--- config.mk ---
export PLATFORM = sky130hd
export DESIGN_NAME = poison_err_report
export DESIGN_NICKNAME = d
export VERILOG_FILES = /design/src/rtl/poison_err_pkg.sv /design/src/rtl/poison_msg_sel.sv /design/src/rtl/poison_int_ctl.sv /design/src/rtl/poison_log_cap.sv /design/src/rtl/poison_err_report.sv
export SDC_FILE = /design/constraint.sdc
export NUM_CORES = 1
export LEC_CHECK = 0
export CORE_MARGIN = 2
export CORE_UTILIZATION = 30
export CTS_CLUSTER_SIZE = 14
export DETAILED_ROUTE_END_ITERATION = 16
export MAX_ROUTING_LAYER = met4
export PLACE_DENSITY = 0.51
export SKIP_LAST_GASP = 1
export SYNTH_ARGS = -nofsm -noshare
export SYNTH_HDL_FRONTEND = slang
export SYNTH_SLANG_ARGS = --single-unit
--- constraint.sdc ---
create_clock -name clk -period 2 [get_ports clk]
set_input_delay 0.3 -clock clk [delete_from_list [all_inputs] [get_ports clk]]
set_output_delay 0.3 -clock clk [all_outputs]
set_load 0.01 [all_outputs]
--- src/rtl/poison_err_pkg.sv ---
package poison_err_pkg;
    // Register word indices
    localparam int A_CMD      = 0;
    localparam int A_DEV      = 1;
    localparam int A_UNC_STS  = 2;
    localparam int A_UNC_MSK  = 3;
    localparam int A_UNC_SEV  = 4;
    localparam int A_IF_STS   = 5;
    localparam int A_IF_MSK   = 6;
    localparam int A_INT_STS  = 7;
    localparam int A_INT_MSK  = 8;
    localparam int A_HDR_BASE = 9;

    // Bit positions
    localparam int B_SERR_EN   = 8;
    localparam int B_FATAL_EN  = 2;
    localparam int B_NFATAL_EN = 1;
    localparam int B_POISON    = 12;
    localparam int B_SIG_SERR  = 16;
    localparam int B_MDPE      = 17;
    localparam int B_DPE       = 18;
    localparam int B_NF_SENT   = 17;
    localparam int B_F_SENT    = 18;
    localparam int B_INT_IF    = 8;
    localparam int B_INT_UNC   = 4;
    localparam int B_INT_MDPE  = 1;
    localparam int B_INT_DPE   = 0;

    // Packed interrupt vector order: {if, unc, mdpe, dpe}
    localparam int IV_DPE  = 0;
    localparam int IV_MDPE = 1;
    localparam int IV_UNC  = 2;
    localparam int IV_IF   = 3;
    // Packed mask order: {if, unc, parity}
    localparam int MV_PAR = 0;
    localparam int MV_UNC = 1;
    localparam int MV_IF  = 2;
endpackage

--- src/rtl/poison_msg_sel.sv ---
module poison_msg_sel (
    input  logic sev_fatal,
    input  logic fatal_en,
    input  logic nfatal_en,
    input  logic serr_en,
    output logic send,
    output logic fatal
);
    logic class_en;

    always_comb begin
        class_en = sev_fatal ? fatal_en : nfatal_en;
        send     = class_en | serr_en;
        fatal    = sev_fatal;
    end
endmodule

--- src/rtl/poison_int_ctl.sv ---
module poison_int_ctl import poison_err_pkg::*; (
    input  logic       ev_if,
    input  logic       ev_unc,
    input  logic       ev_dpe,
    input  logic       ev_mdpe,
    input  logic [2:0] mask,
    input  logic [3:0] sts,
    output logic [3:0] set_vec,
    output logic       irq
);
    logic [3:0] open_vec;

    always_comb begin
        open_vec          = '0;
        open_vec[IV_IF]   = ~mask[MV_IF];
        open_vec[IV_UNC]  = ~mask[MV_UNC];
        open_vec[IV_MDPE] = ~mask[MV_PAR];
        open_vec[IV_DPE]  = ~mask[MV_PAR];

        set_vec          = '0;
        set_vec[IV_IF]   = ev_if;
        set_vec[IV_UNC]  = ev_unc;
        set_vec[IV_MDPE] = ev_mdpe;
        set_vec[IV_DPE]  = ev_dpe;
        set_vec          = set_vec & open_vec;

        irq = |(sts & open_vec);
    end
endmodule

--- src/rtl/poison_log_cap.sv ---
module poison_log_cap #(
    parameter int W = 128
) (
    input  logic         clk,
    input  logic         rst_n,
    input  logic         capture,
    input  logic         release_log,
    input  logic [W-1:0] din,
    output logic [W-1:0] dout
);
    typedef struct packed {
        logic         full;
        logic [W-1:0] data;
    } log_t;

    log_t log_q, log_d;
    logic held;

    always_comb begin
        log_d = log_q;
        held  = log_q.full & ~release_log;
        if (capture && !held) begin
            log_d.full = 1'b1;
            log_d.data = din;
        end else if (release_log) begin
            log_d.full = 1'b0;
        end
    end

    always_ff @(posedge clk) begin
        if (!rst_n) log_q <= '0;
        else        log_q <= log_d;
    end

    assign dout = log_q.data;

    // a held capture is never overwritten
    p_log_hold_r8: assert property (@(posedge clk) disable iff (!rst_n)
        (log_q.full && !release_log) |=> $stable(log_q.data));
endmodule

--- src/rtl/poison_err_report.sv ---
module poison_err_report import poison_err_pkg::*; #(
    parameter int DATA_W = 32,
    parameter int HDR_W  = 128,
    parameter int ADDR_W = 4
) (
    input  logic              clk,
    input  logic              rst_n,
    input  logic              poison_det,
    input  logic              poison_cpl,
    input  logic [HDR_W-1:0]  poison_hdr,
    input  logic              reg_we,
    input  logic [ADDR_W-1:0] reg_addr,
    input  logic [DATA_W-1:0] reg_wdata,
    output logic [DATA_W-1:0] reg_rdata,
    output logic              msg_req,
    output logic              msg_fatal,
    output logic              irq
);
    localparam int HDR_WORDS = HDR_W / DATA_W;
    localparam int A_IF_LOG  = A_HDR_BASE + HDR_WORDS;

    typedef struct packed {
        logic       serr_en;
        logic       fatal_en;
        logic       nfatal_en;
        logic       unc_mask;
        logic       unc_sev;
        logic       if_mask;
        logic [2:0] int_mask;
        logic       sig_serr;
        logic       mdpe;
        logic       dpe;
        logic       f_sent;
        logic       nf_sent;
        logic       unc_poison;
        logic       if_poison;
        logic [3:0] int_sts;
        logic       msg_req;
        logic       msg_fatal;
    } state_t;

    state_t st_q, st_d;

    logic send_w, fatal_w;
    logic [3:0] int_set;
    logic irq_w;
    logic hit_cmd, hit_dev, hit_unc_sts, hit_unc_msk, hit_unc_sev;
    logic hit_if_sts, hit_if_msk, hit_int_sts, hit_int_msk;
    logic clr_unc, clr_if;
    logic [HDR_W-1:0]  hdr_log;
    logic [DATA_W-1:0] if_log;

    always_comb begin
        hit_cmd     = reg_we && (reg_addr == ADDR_W'(A_CMD));
        hit_dev     = reg_we && (reg_addr == ADDR_W'(A_DEV));
        hit_unc_sts = reg_we && (reg_addr == ADDR_W'(A_UNC_STS));
        hit_unc_msk = reg_we && (reg_addr == ADDR_W'(A_UNC_MSK));
        hit_unc_sev = reg_we && (reg_addr == ADDR_W'(A_UNC_SEV));
        hit_if_sts  = reg_we && (reg_addr == ADDR_W'(A_IF_STS));
        hit_if_msk  = reg_we && (reg_addr == ADDR_W'(A_IF_MSK));
        hit_int_sts = reg_we && (reg_addr == ADDR_W'(A_INT_STS));
        hit_int_msk = reg_we && (reg_addr == ADDR_W'(A_INT_MSK));
        clr_unc     = hit_unc_sts && reg_wdata[B_POISON];
        clr_if      = hit_if_sts && reg_wdata[B_POISON];
    end

    poison_msg_sel u_msg_sel (
        .sev_fatal (st_q.unc_sev),
        .fatal_en  (st_q.fatal_en),
        .nfatal_en (st_q.nfatal_en),
        .serr_en   (st_q.serr_en),
        .send      (send_w),
        .fatal     (fatal_w)
    );

    poison_int_ctl u_int_ctl (
        .ev_if   (poison_det),
        .ev_unc  (poison_det & send_w),
        .ev_dpe  (poison_det),
        .ev_mdpe (poison_det & poison_cpl),
        .mask    (st_q.int_mask),
        .sts     (st_q.int_sts),
        .set_vec (int_set),
        .irq     (irq_w)
    );

    poison_log_cap #(.W(HDR_W)) u_hdr_log (
        .clk         (clk),
        .rst_n       (rst_n),
        .capture     (poison_det & ~st_q.unc_mask),
        .release_log (clr_unc),
        .din         (poison_hdr),
        .dout        (hdr_log)
    );

    poison_log_cap #(.W(DATA_W)) u_if_log (
        .clk         (clk),
        .rst_n       (rst_n),
        .capture     (poison_det & ~st_q.if_mask),
        .release_log (clr_if),
        .din         (poison_hdr[DATA_W-1:0]),
        .dout        (if_log)
    );

    always_comb begin
        st_d           = st_q;
        st_d.msg_req   = 1'b0;
        st_d.msg_fatal = 1'b0;

        // control writes and write-1-to-clear
        if (hit_cmd) begin
            st_d.serr_en = reg_wdata[B_SERR_EN];
            if (reg_wdata[B_SIG_SERR]) st_d.sig_serr = 1'b0;
            if (reg_wdata[B_MDPE])     st_d.mdpe     = 1'b0;
            if (reg_wdata[B_DPE])      st_d.dpe      = 1'b0;
        end
        if (hit_dev) begin
            st_d.fatal_en  = reg_wdata[B_FATAL_EN];
            st_d.nfatal_en = reg_wdata[B_NFATAL_EN];
            if (reg_wdata[B_F_SENT])  st_d.f_sent  = 1'b0;
            if (reg_wdata[B_NF_SENT]) st_d.nf_sent = 1'b0;
        end
        if (clr_unc)     st_d.unc_poison = 1'b0;
        if (hit_unc_msk) st_d.unc_mask   = reg_wdata[B_POISON];
        if (hit_unc_sev) st_d.unc_sev    = reg_wdata[B_POISON];
        if (clr_if)      st_d.if_poison  = 1'b0;
        if (hit_if_msk)  st_d.if_mask    = reg_wdata[B_POISON];
        if (hit_int_sts) begin
            if (reg_wdata[B_INT_IF])   st_d.int_sts[IV_IF]   = 1'b0;
            if (reg_wdata[B_INT_UNC])  st_d.int_sts[IV_UNC]  = 1'b0;
            if (reg_wdata[B_INT_MDPE]) st_d.int_sts[IV_MDPE] = 1'b0;
            if (reg_wdata[B_INT_DPE])  st_d.int_sts[IV_DPE]  = 1'b0;
        end
        if (hit_int_msk) begin
            st_d.int_mask[MV_IF]  = reg_wdata[B_INT_IF];
            st_d.int_mask[MV_UNC] = reg_wdata[B_INT_UNC];
            st_d.int_mask[MV_PAR] = reg_wdata[B_INT_DPE];
        end

        // event sets win over clears
        if (poison_det) begin
            st_d.unc_poison = 1'b1;
            st_d.if_poison  = 1'b1;
            st_d.dpe        = 1'b1;
            if (poison_cpl) st_d.mdpe = 1'b1;
            if (send_w) begin
                st_d.msg_req   = 1'b1;
                st_d.msg_fatal = fatal_w;
                st_d.sig_serr  = 1'b1;
                if (fatal_w) st_d.f_sent  = 1'b1;
                else         st_d.nf_sent = 1'b1;
            end
        end
        st_d.int_sts = st_d.int_sts | int_set;
    end

    always_ff @(posedge clk) begin
        if (!rst_n) st_q <= '0;
        else        st_q <= st_d;
    end

    // register read mux
    always_comb begin
        reg_rdata = '0;
        case (int'(reg_addr))
            A_CMD: begin
                reg_rdata[B_SERR_EN]  = st_q.serr_en;
                reg_rdata[B_SIG_SERR] = st_q.sig_serr;
                reg_rdata[B_MDPE]     = st_q.mdpe;
                reg_rdata[B_DPE]      = st_q.dpe;
            end
            A_DEV: begin
                reg_rdata[B_FATAL_EN]  = st_q.fatal_en;
                reg_rdata[B_NFATAL_EN] = st_q.nfatal_en;
                reg_rdata[B_F_SENT]    = st_q.f_sent;
                reg_rdata[B_NF_SENT]   = st_q.nf_sent;
            end
            A_UNC_STS: reg_rdata[B_POISON] = st_q.unc_poison;
            A_UNC_MSK: reg_rdata[B_POISON] = st_q.unc_mask;
            A_UNC_SEV: reg_rdata[B_POISON] = st_q.unc_sev;
            A_IF_STS:  reg_rdata[B_POISON] = st_q.if_poison;
            A_IF_MSK:  reg_rdata[B_POISON] = st_q.if_mask;
            A_INT_STS: begin
                reg_rdata[B_INT_IF]   = st_q.int_sts[IV_IF];
                reg_rdata[B_INT_UNC]  = st_q.int_sts[IV_UNC];
                reg_rdata[B_INT_MDPE] = st_q.int_sts[IV_MDPE];
                reg_rdata[B_INT_DPE]  = st_q.int_sts[IV_DPE];
            end
            A_INT_MSK: begin
                reg_rdata[B_INT_IF]  = st_q.int_mask[MV_IF];
                reg_rdata[B_INT_UNC] = st_q.int_mask[MV_UNC];
                reg_rdata[B_INT_DPE] = st_q.int_mask[MV_PAR];
            end
            A_IF_LOG: reg_rdata = if_log;
            default: begin
                for (int k = 0; k < HDR_WORDS; k++) begin
                    if (int'(reg_addr) == A_HDR_BASE + k)
                        reg_rdata = hdr_log[k*DATA_W +: DATA_W];
                end
            end
        endcase
    end

    assign msg_req   = st_q.msg_req;
    assign msg_fatal = st_q.msg_fatal;
    assign irq       = irq_w;

    // a message request only follows a detect strobe
    p_msg_follows_det_r2: assert property (@(posedge clk) disable iff (!rst_n)
        msg_req |-> $past(poison_det));
    // the matching sent-status bit is present with the request
    p_sent_status_r3: assert property (@(posedge clk) disable iff (!rst_n)
        msg_req |-> (msg_fatal ? st_q.f_sent : st_q.nf_sent));
    // both poison status bits are set after any detect
    p_poison_sts_r4: assert property (@(posedge clk) disable iff (!rst_n)
        $past(poison_det) |-> (st_q.unc_poison && st_q.if_poison));
    // parity detected is set after any detect
    p_dpe_set_r5: assert property (@(posedge clk) disable iff (!rst_n)
        $past(poison_det) |-> st_q.dpe);
    // no interrupt without some status bit
    p_irq_needs_sts_r7: assert property (@(posedge clk) disable iff (!rst_n)
        irq |-> (st_q.int_sts != 4'b0));
    // a status bit stays set until written with 1
    p_sticky_r10: assert property (@(posedge clk) disable iff (!rst_n)
        (st_q.unc_poison && !clr_unc) |=> st_q.unc_poison);
endmodule

Yosys cells after proc, flatten, opt, wreduce, memory -nomap -nowiden
Cells that the tools add are included.
{"block": "totals", "regBits": 184, "latch_bits": 0, "mem_bits_rw": 0, "romBits": 0, "inputBits": 169, "out_inout_bits": 35, "wordCells": 126, "memories": 0}
{"block": "classes", "n_addsub": 0, "n_mul": 0, "div": 0, "magnitude_cmp": 0, "eq_ne": 13, "shifts": 0, "n_mux": 41, "bitwise": 17, "n_reduce_logical": 34}
{"cell": "$mux 32", "n": 4}
{"cell": "$pmux 13 s2", "n": 1}
{"cell": "$reduce_or 7->1", "n": 3}
{"cell": "$eq 4x3->1 const B", "n": 5}
{"cell": "$eq 4x4->1 const B", "n": 5}
{"cell": "$mux 1", "n": 18}
{"cell": "$pmux 3 s2", "n": 3}
{"cell": "$reduce_or 8->1", "n": 2}
{"cell": "$logic_and 1x1->1", "n": 13}
{"cell": "$pmux 1 s4", "n": 3}
{"cell": "$reduce_bool 2->1", "n": 6}
{"cell": "$reduce_or 9->1", "n": 1}
{"cell": "$and 4x4->4", "n": 2}
{"cell": "$eq 4x2->1 const B", "n": 2}
{"cell": "$pmux 2 s4", "n": 1}
{"cell": "$reduce_or 4->1", "n": 2}
{"cell": "$mux 7", "n": 1}
{"cell": "$not 1->1", "n": 7}
{"cell": "$pmux 1 s7", "n": 1}
{"cell": "$and 1x1->1", "n": 6}
{"cell": "$mux 2", "n": 3}
{"cell": "$pmux 1 s3", "n": 2}
{"cell": "$reduce_or 6->1", "n": 1}
{"cell": "$pmux 1 s5", "n": 1}
{"cell": "10 further kinds", "n": 12}

Longest topological paths before layout
{"block": "logic_depth", "depth_word": 8, "ltp_mapped": 8, "mapped_depth_nobuf": 5}

Modules after synthesis
A second synthesis with hierarchy kept.
{"block": "hier_totals", "cells_unflattened": 1201, "hier_area_um2": 10558.9}
{"mod": "poison_log_cap at u_hdr_log", "n_inst": 1, "cells_each": 687, "area_each_um2": 6234.7, "seq_area_each_um2": 2582.5}
{"mod": "poison_err_report", "n_inst": 1, "cells_each": 328, "area_each_um2": 2646.3, "seq_area_each_um2": 440.4}
{"mod": "poison_log_cap at u_if_log", "n_inst": 1, "cells_each": 175, "area_each_um2": 1596.5, "seq_area_each_um2": 660.6}
{"mod": "poison_int_ctl", "n_inst": 1, "cells_each": 8, "area_each_um2": 58.8, "seq_area_each_um2": 0.0}
{"mod": "poison_msg_sel", "n_inst": 1, "cells_each": 3, "area_each_um2": 22.5, "seq_area_each_um2": 0.0}

Worst setup path before layout
No wires, ideal clock.
{"block": "synth_timing", "path_type": "input-to-output", "start": "in reg_addr[0]", "end": "out reg_rdata[19]", "t_arrival_ns": 1.509, "required_ns": 1.700, "path_slack_ns": 0.191, "cell_stages": 7, "path_buffers": 3, "cell_sequence": "buf_6 nor2b_1 buf_2 clkbuf_1 a22o_1 a221oi_1 o31ai_1"}
{"block": "synth_between", "elab_chain_cells": 6, "elab_cells_between_ends": 20, "classes_between": "eq/ne (13); mux (5); reduce/logical (2)"}
{"item": "start: declaration", "line_no": "poison_err_report.sv:12", "rtl": "input logic [ADDR_W-1:0] reg_addr,"}
{"item": "$eq 4x4->1", "line_no": "poison_err_report.sv:197", "rtl": "if (int'(reg_addr) == A_HDR_BASE + k)"}
{"item": "$mux 32 (4 in a row)", "line_no": "poison_err_report.sv:197"}
{"item": "$pmux 13 s2 (*)", "line_no": "poison_err_report.sv:165", "rtl": "case (int'(reg_addr))"}
{"item": "end: declaration", "line_no": "poison_err_report.sv:14", "rtl": "output logic [DATA_W-1:0] reg_rdata,"}
Every way passes the cells marked *; elsewhere a longest branch is shown, timed or not.

Worst setup path after layout
{"block": "layout_timing", "start": "in reg_addr[3]", "end": "out reg_rdata[8]"}
{"block": "layout_between", "elab_chain_cells": 6, "elab_cells_between_ends": 20, "classes_between": "eq/ne (13); mux (5); reduce/logical (2)"}
{"item": "$eq 4x4->1", "line_no": "poison_err_report.sv:197"}
{"item": "$mux 32 (4 in a row)", "line_no": "poison_err_report.sv:197"}
{"item": "$pmux 1 s5 (*)", "line_no": "poison_err_report.sv:165"}
Marks and branches as above.

==> impl_metrics.toml <==
[worst_setup_path]
cp_max_fo = 6
worstPathRequired_ns = 1.70
worst_setup_path_start_kind = "input port"
crit_type = "in -> out"
ff2ff_path_depth = 6
cp-end-kind = "primary output"
arrival_ns = 1.69

[hold_path]
hold_depth = 2
hold_class = "in -> reg"

[synthesis]
async_flop_share = 0
synth_nets = 1180
synthCells = 1011
synth_top_area_frac = 0.410
synthDistinctLibCells = 53
synth_seq_cells = 184
synth_area_leader_cell = "dfxtp_1"
synthFlopType = "dfxtp_1"
synth.area.top_cells = "dfxtp_1 (41%), mux2i_1 (19%), nand2_1 (13%), buf_12 (2.9%), a221oi_1 (2.5%)"
yosysSeqAreaShare = 0.410
syn-cell-area_um2 = 8990
postSynthAreaPerCell_um2 = 8.90
synth_edf_count = 0
ys_warn_count = 0

[die]
dieArea_um2 = 31400
die_w_um = 177
io-pin-count = 204
initial_utilization = 0.304
fp-row-count = 63
dieHeight_um = 177
coreArea_um2 = 29600

[finish]
layout_commonest_cell = "nand2_1"
fillers = 2925
drive_above_1_share = 0.227
final_cell_area_um2 = 12800
final_nets = 1395
layout_common_cells = "nand2_1 (316), mux2i_1 (173), dfxtp_1 (172)"
area_growth_pct = 42.7

[placed_design]
dpl_cell_area_um2 = 11800
portBuffers = 180
gp_routability_congestion = 0.881
dp_hpwl_um = 22200

[global_routing]
grt_pass1_wl_um = 46100
grt_max_degree = 88
grt-ovfl-total = 0
track_usage = 0.199
antenna_found_initial = 2
grt_pass1_vias = 7744

[detailed_routing]
wl_per_cell_um = 18.5
wl_met2_um = 12400
firstDrtPassIters = 5
route.met3.wl_um = 1070
drt-initial-drc-count = 482
drtAntennaViolNets = 0
via_count = 7820
drc = 0
drt_wl_total_um = 30100
met1_length_um = 16100
viasPerCell = 4.79
top_layer_used = "met4"

[timing]
skew_ns = 0.0106
relSlewSlack = 0.761
tns_ns = 0
layout_min_cycle_time_ns = 1.99
slew_viol_final = 0
timing.final.hold_violations = 0
rsz0062_at_grt = "yes"
tightest_slew_ns = 0.359
timing.fmax_mhz = 503
setup_viol = 0
fin_crit_sh = 0.994

[clocking]
cts_tree = "done"
cts_hold_buffers = 0
clk_latency_ns = 0.44
clock_path_buffers = 2
clock-sinks = 184
htreeDepth = 4
clk_pin_slew_ns = 0.08
root_buffer = "clkbuf_16"
cts-buffers-inserted = 17

[flow_run]
drv_cap = 0

[power_and_ir_drop]
power.leakage_nw = 5.31
ir_drop_uv = 613
p_per_area_nw_per_um2 = 717

[status]
outcome = "complete, no violations"
area by class of cell:
class | count | area [um^2] | share of cell area
multi-input combinational | 726 | 5070 | 0.395
sequential | 184 | 3700 | 0.288
timing repair buffer | 289 | 2940 | 0.229
tap | 390 | 488 | 0.0380
clock buffer | 17 | 425 | 0.0331
clock inverter | 15 | 178 | 0.0138
inverter | 8 | 31.3 | 0.00244
antenna | 2 | 5.00 | 0.000390
logic make-up (layout without fill, tap and decap cells):
kind of cell / Yosys count / count (layout) / share of synthesized area
flip-flops: 184 / 184 / 0.410
other: 0 / 2 / 0
AND/OR/NAND/NOR: 387 / 387 / 0.181
buffers and inverters: 101 / 329 / 0.0746
AO/OA/AOI/OAI: 160 / 160 / 0.135
multiplexers: 179 / 179 / 0.200
metal layers:
metal  global-route usage  up-vias
li1                     -     3941
met1                0.299     3690
met2                0.270      160
met3               0.0271       29
met4               0.0620        0
met5                    -        -
registers in the layout (all words and copies together), names as in the netlist:
signal and flops:
u_hdr_log.dout 128, msg_fatal 1, u_if_log.log_q 1, u_hdr_log.log_q 1, u_if_log.dout 32, st_q 20, msg_req 1
worst max-delay path, stage by stage:
cell and delay, ns:
clkbuf_4 0.17, and2b_2 0.24, buf_4 0.16, buf_4 0.16, a221oi_2 0.33, o221ai_2 0.16, buf_2 0.16
timing repair:
action	CTS	global route
endpoints found under the setup margin	164	28
pin swaps	43	37
gates resized for setup	231	39
setup buffers	11	1
cloned	4	0
cells in the mapped netlist (2+ instances only):
cell type,n
a21boi_0,6
o21a_1,3
o31ai_1,23
dfxtp_1,184
buf_2,22
buf_12,13
nor2b_1,15
o221ai_1,9
a31o_2,3
and3_1,7
nand3_1,5
clkbuf_1,49
nand2b_1,10
o21ai_0,13
buf_4,4
a221oi_1,26
a21oi_1,29
or2_2,2
o211ai_1,2
nand3b_1,2
a22oi_1,6
o221a_2,3
a32oi_1,2
nand2_1,317
inv_1,7
nor2_1,9
a22o_1,26
mux2i_1,174
nor3_1,2
mux2_2,5
nand4_1,5
and2_1,3
buf_6,5
report_power, final:
part	leakage, nW	switching [mW]	internal (mW)	total (mW)
logic	3.50	0.791	0.876	1.67
registers	1.52	0.167	3.89	4.06
clock network	0.296	1.68	1.80	3.48
total	5.31	2.63	6.57	9.21
worst paths after layout:
kind,from,endpoint,slack [ns]
setup reg to reg,st_q[17]$_SDFFE_PN0P_,st_q[9]$_SDFF_PN0_,0.24
hold reg to reg,u_hdr_log.dout[64]$_SDFFE_PN0P_,u_hdr_log.dout[64]$_SDFFE_PN0P_,0.45
setup / recovery,reg_addr[3],reg_rdata[8],0.01
hold / removal,rst_n,st_q[10]$_SDFFE_PN0P_,0.23
metrics by stage:
step | setup slack, ns | total power [mW] | hold slack (ns) | util | std cells
finish | 0.0117 | 9.21 | 0.226 | 0.434 | 1631
global route | -0.0495 | 9.58 | 0.228 | 0.434 | 1631
CTS | -0.0516 | 9.28 | 0.214 | 0.433 | 1633
detailed placement | -1.11 | 5.69 | 0.447 | 0.398 | 1591
global placement | -1.07 | 5.68 | 0.442 | 0.398 | 1591
floorplan | 0.191 | 4.91 | 0.430 | - | 1011
(Power assumes the default switching activity.)
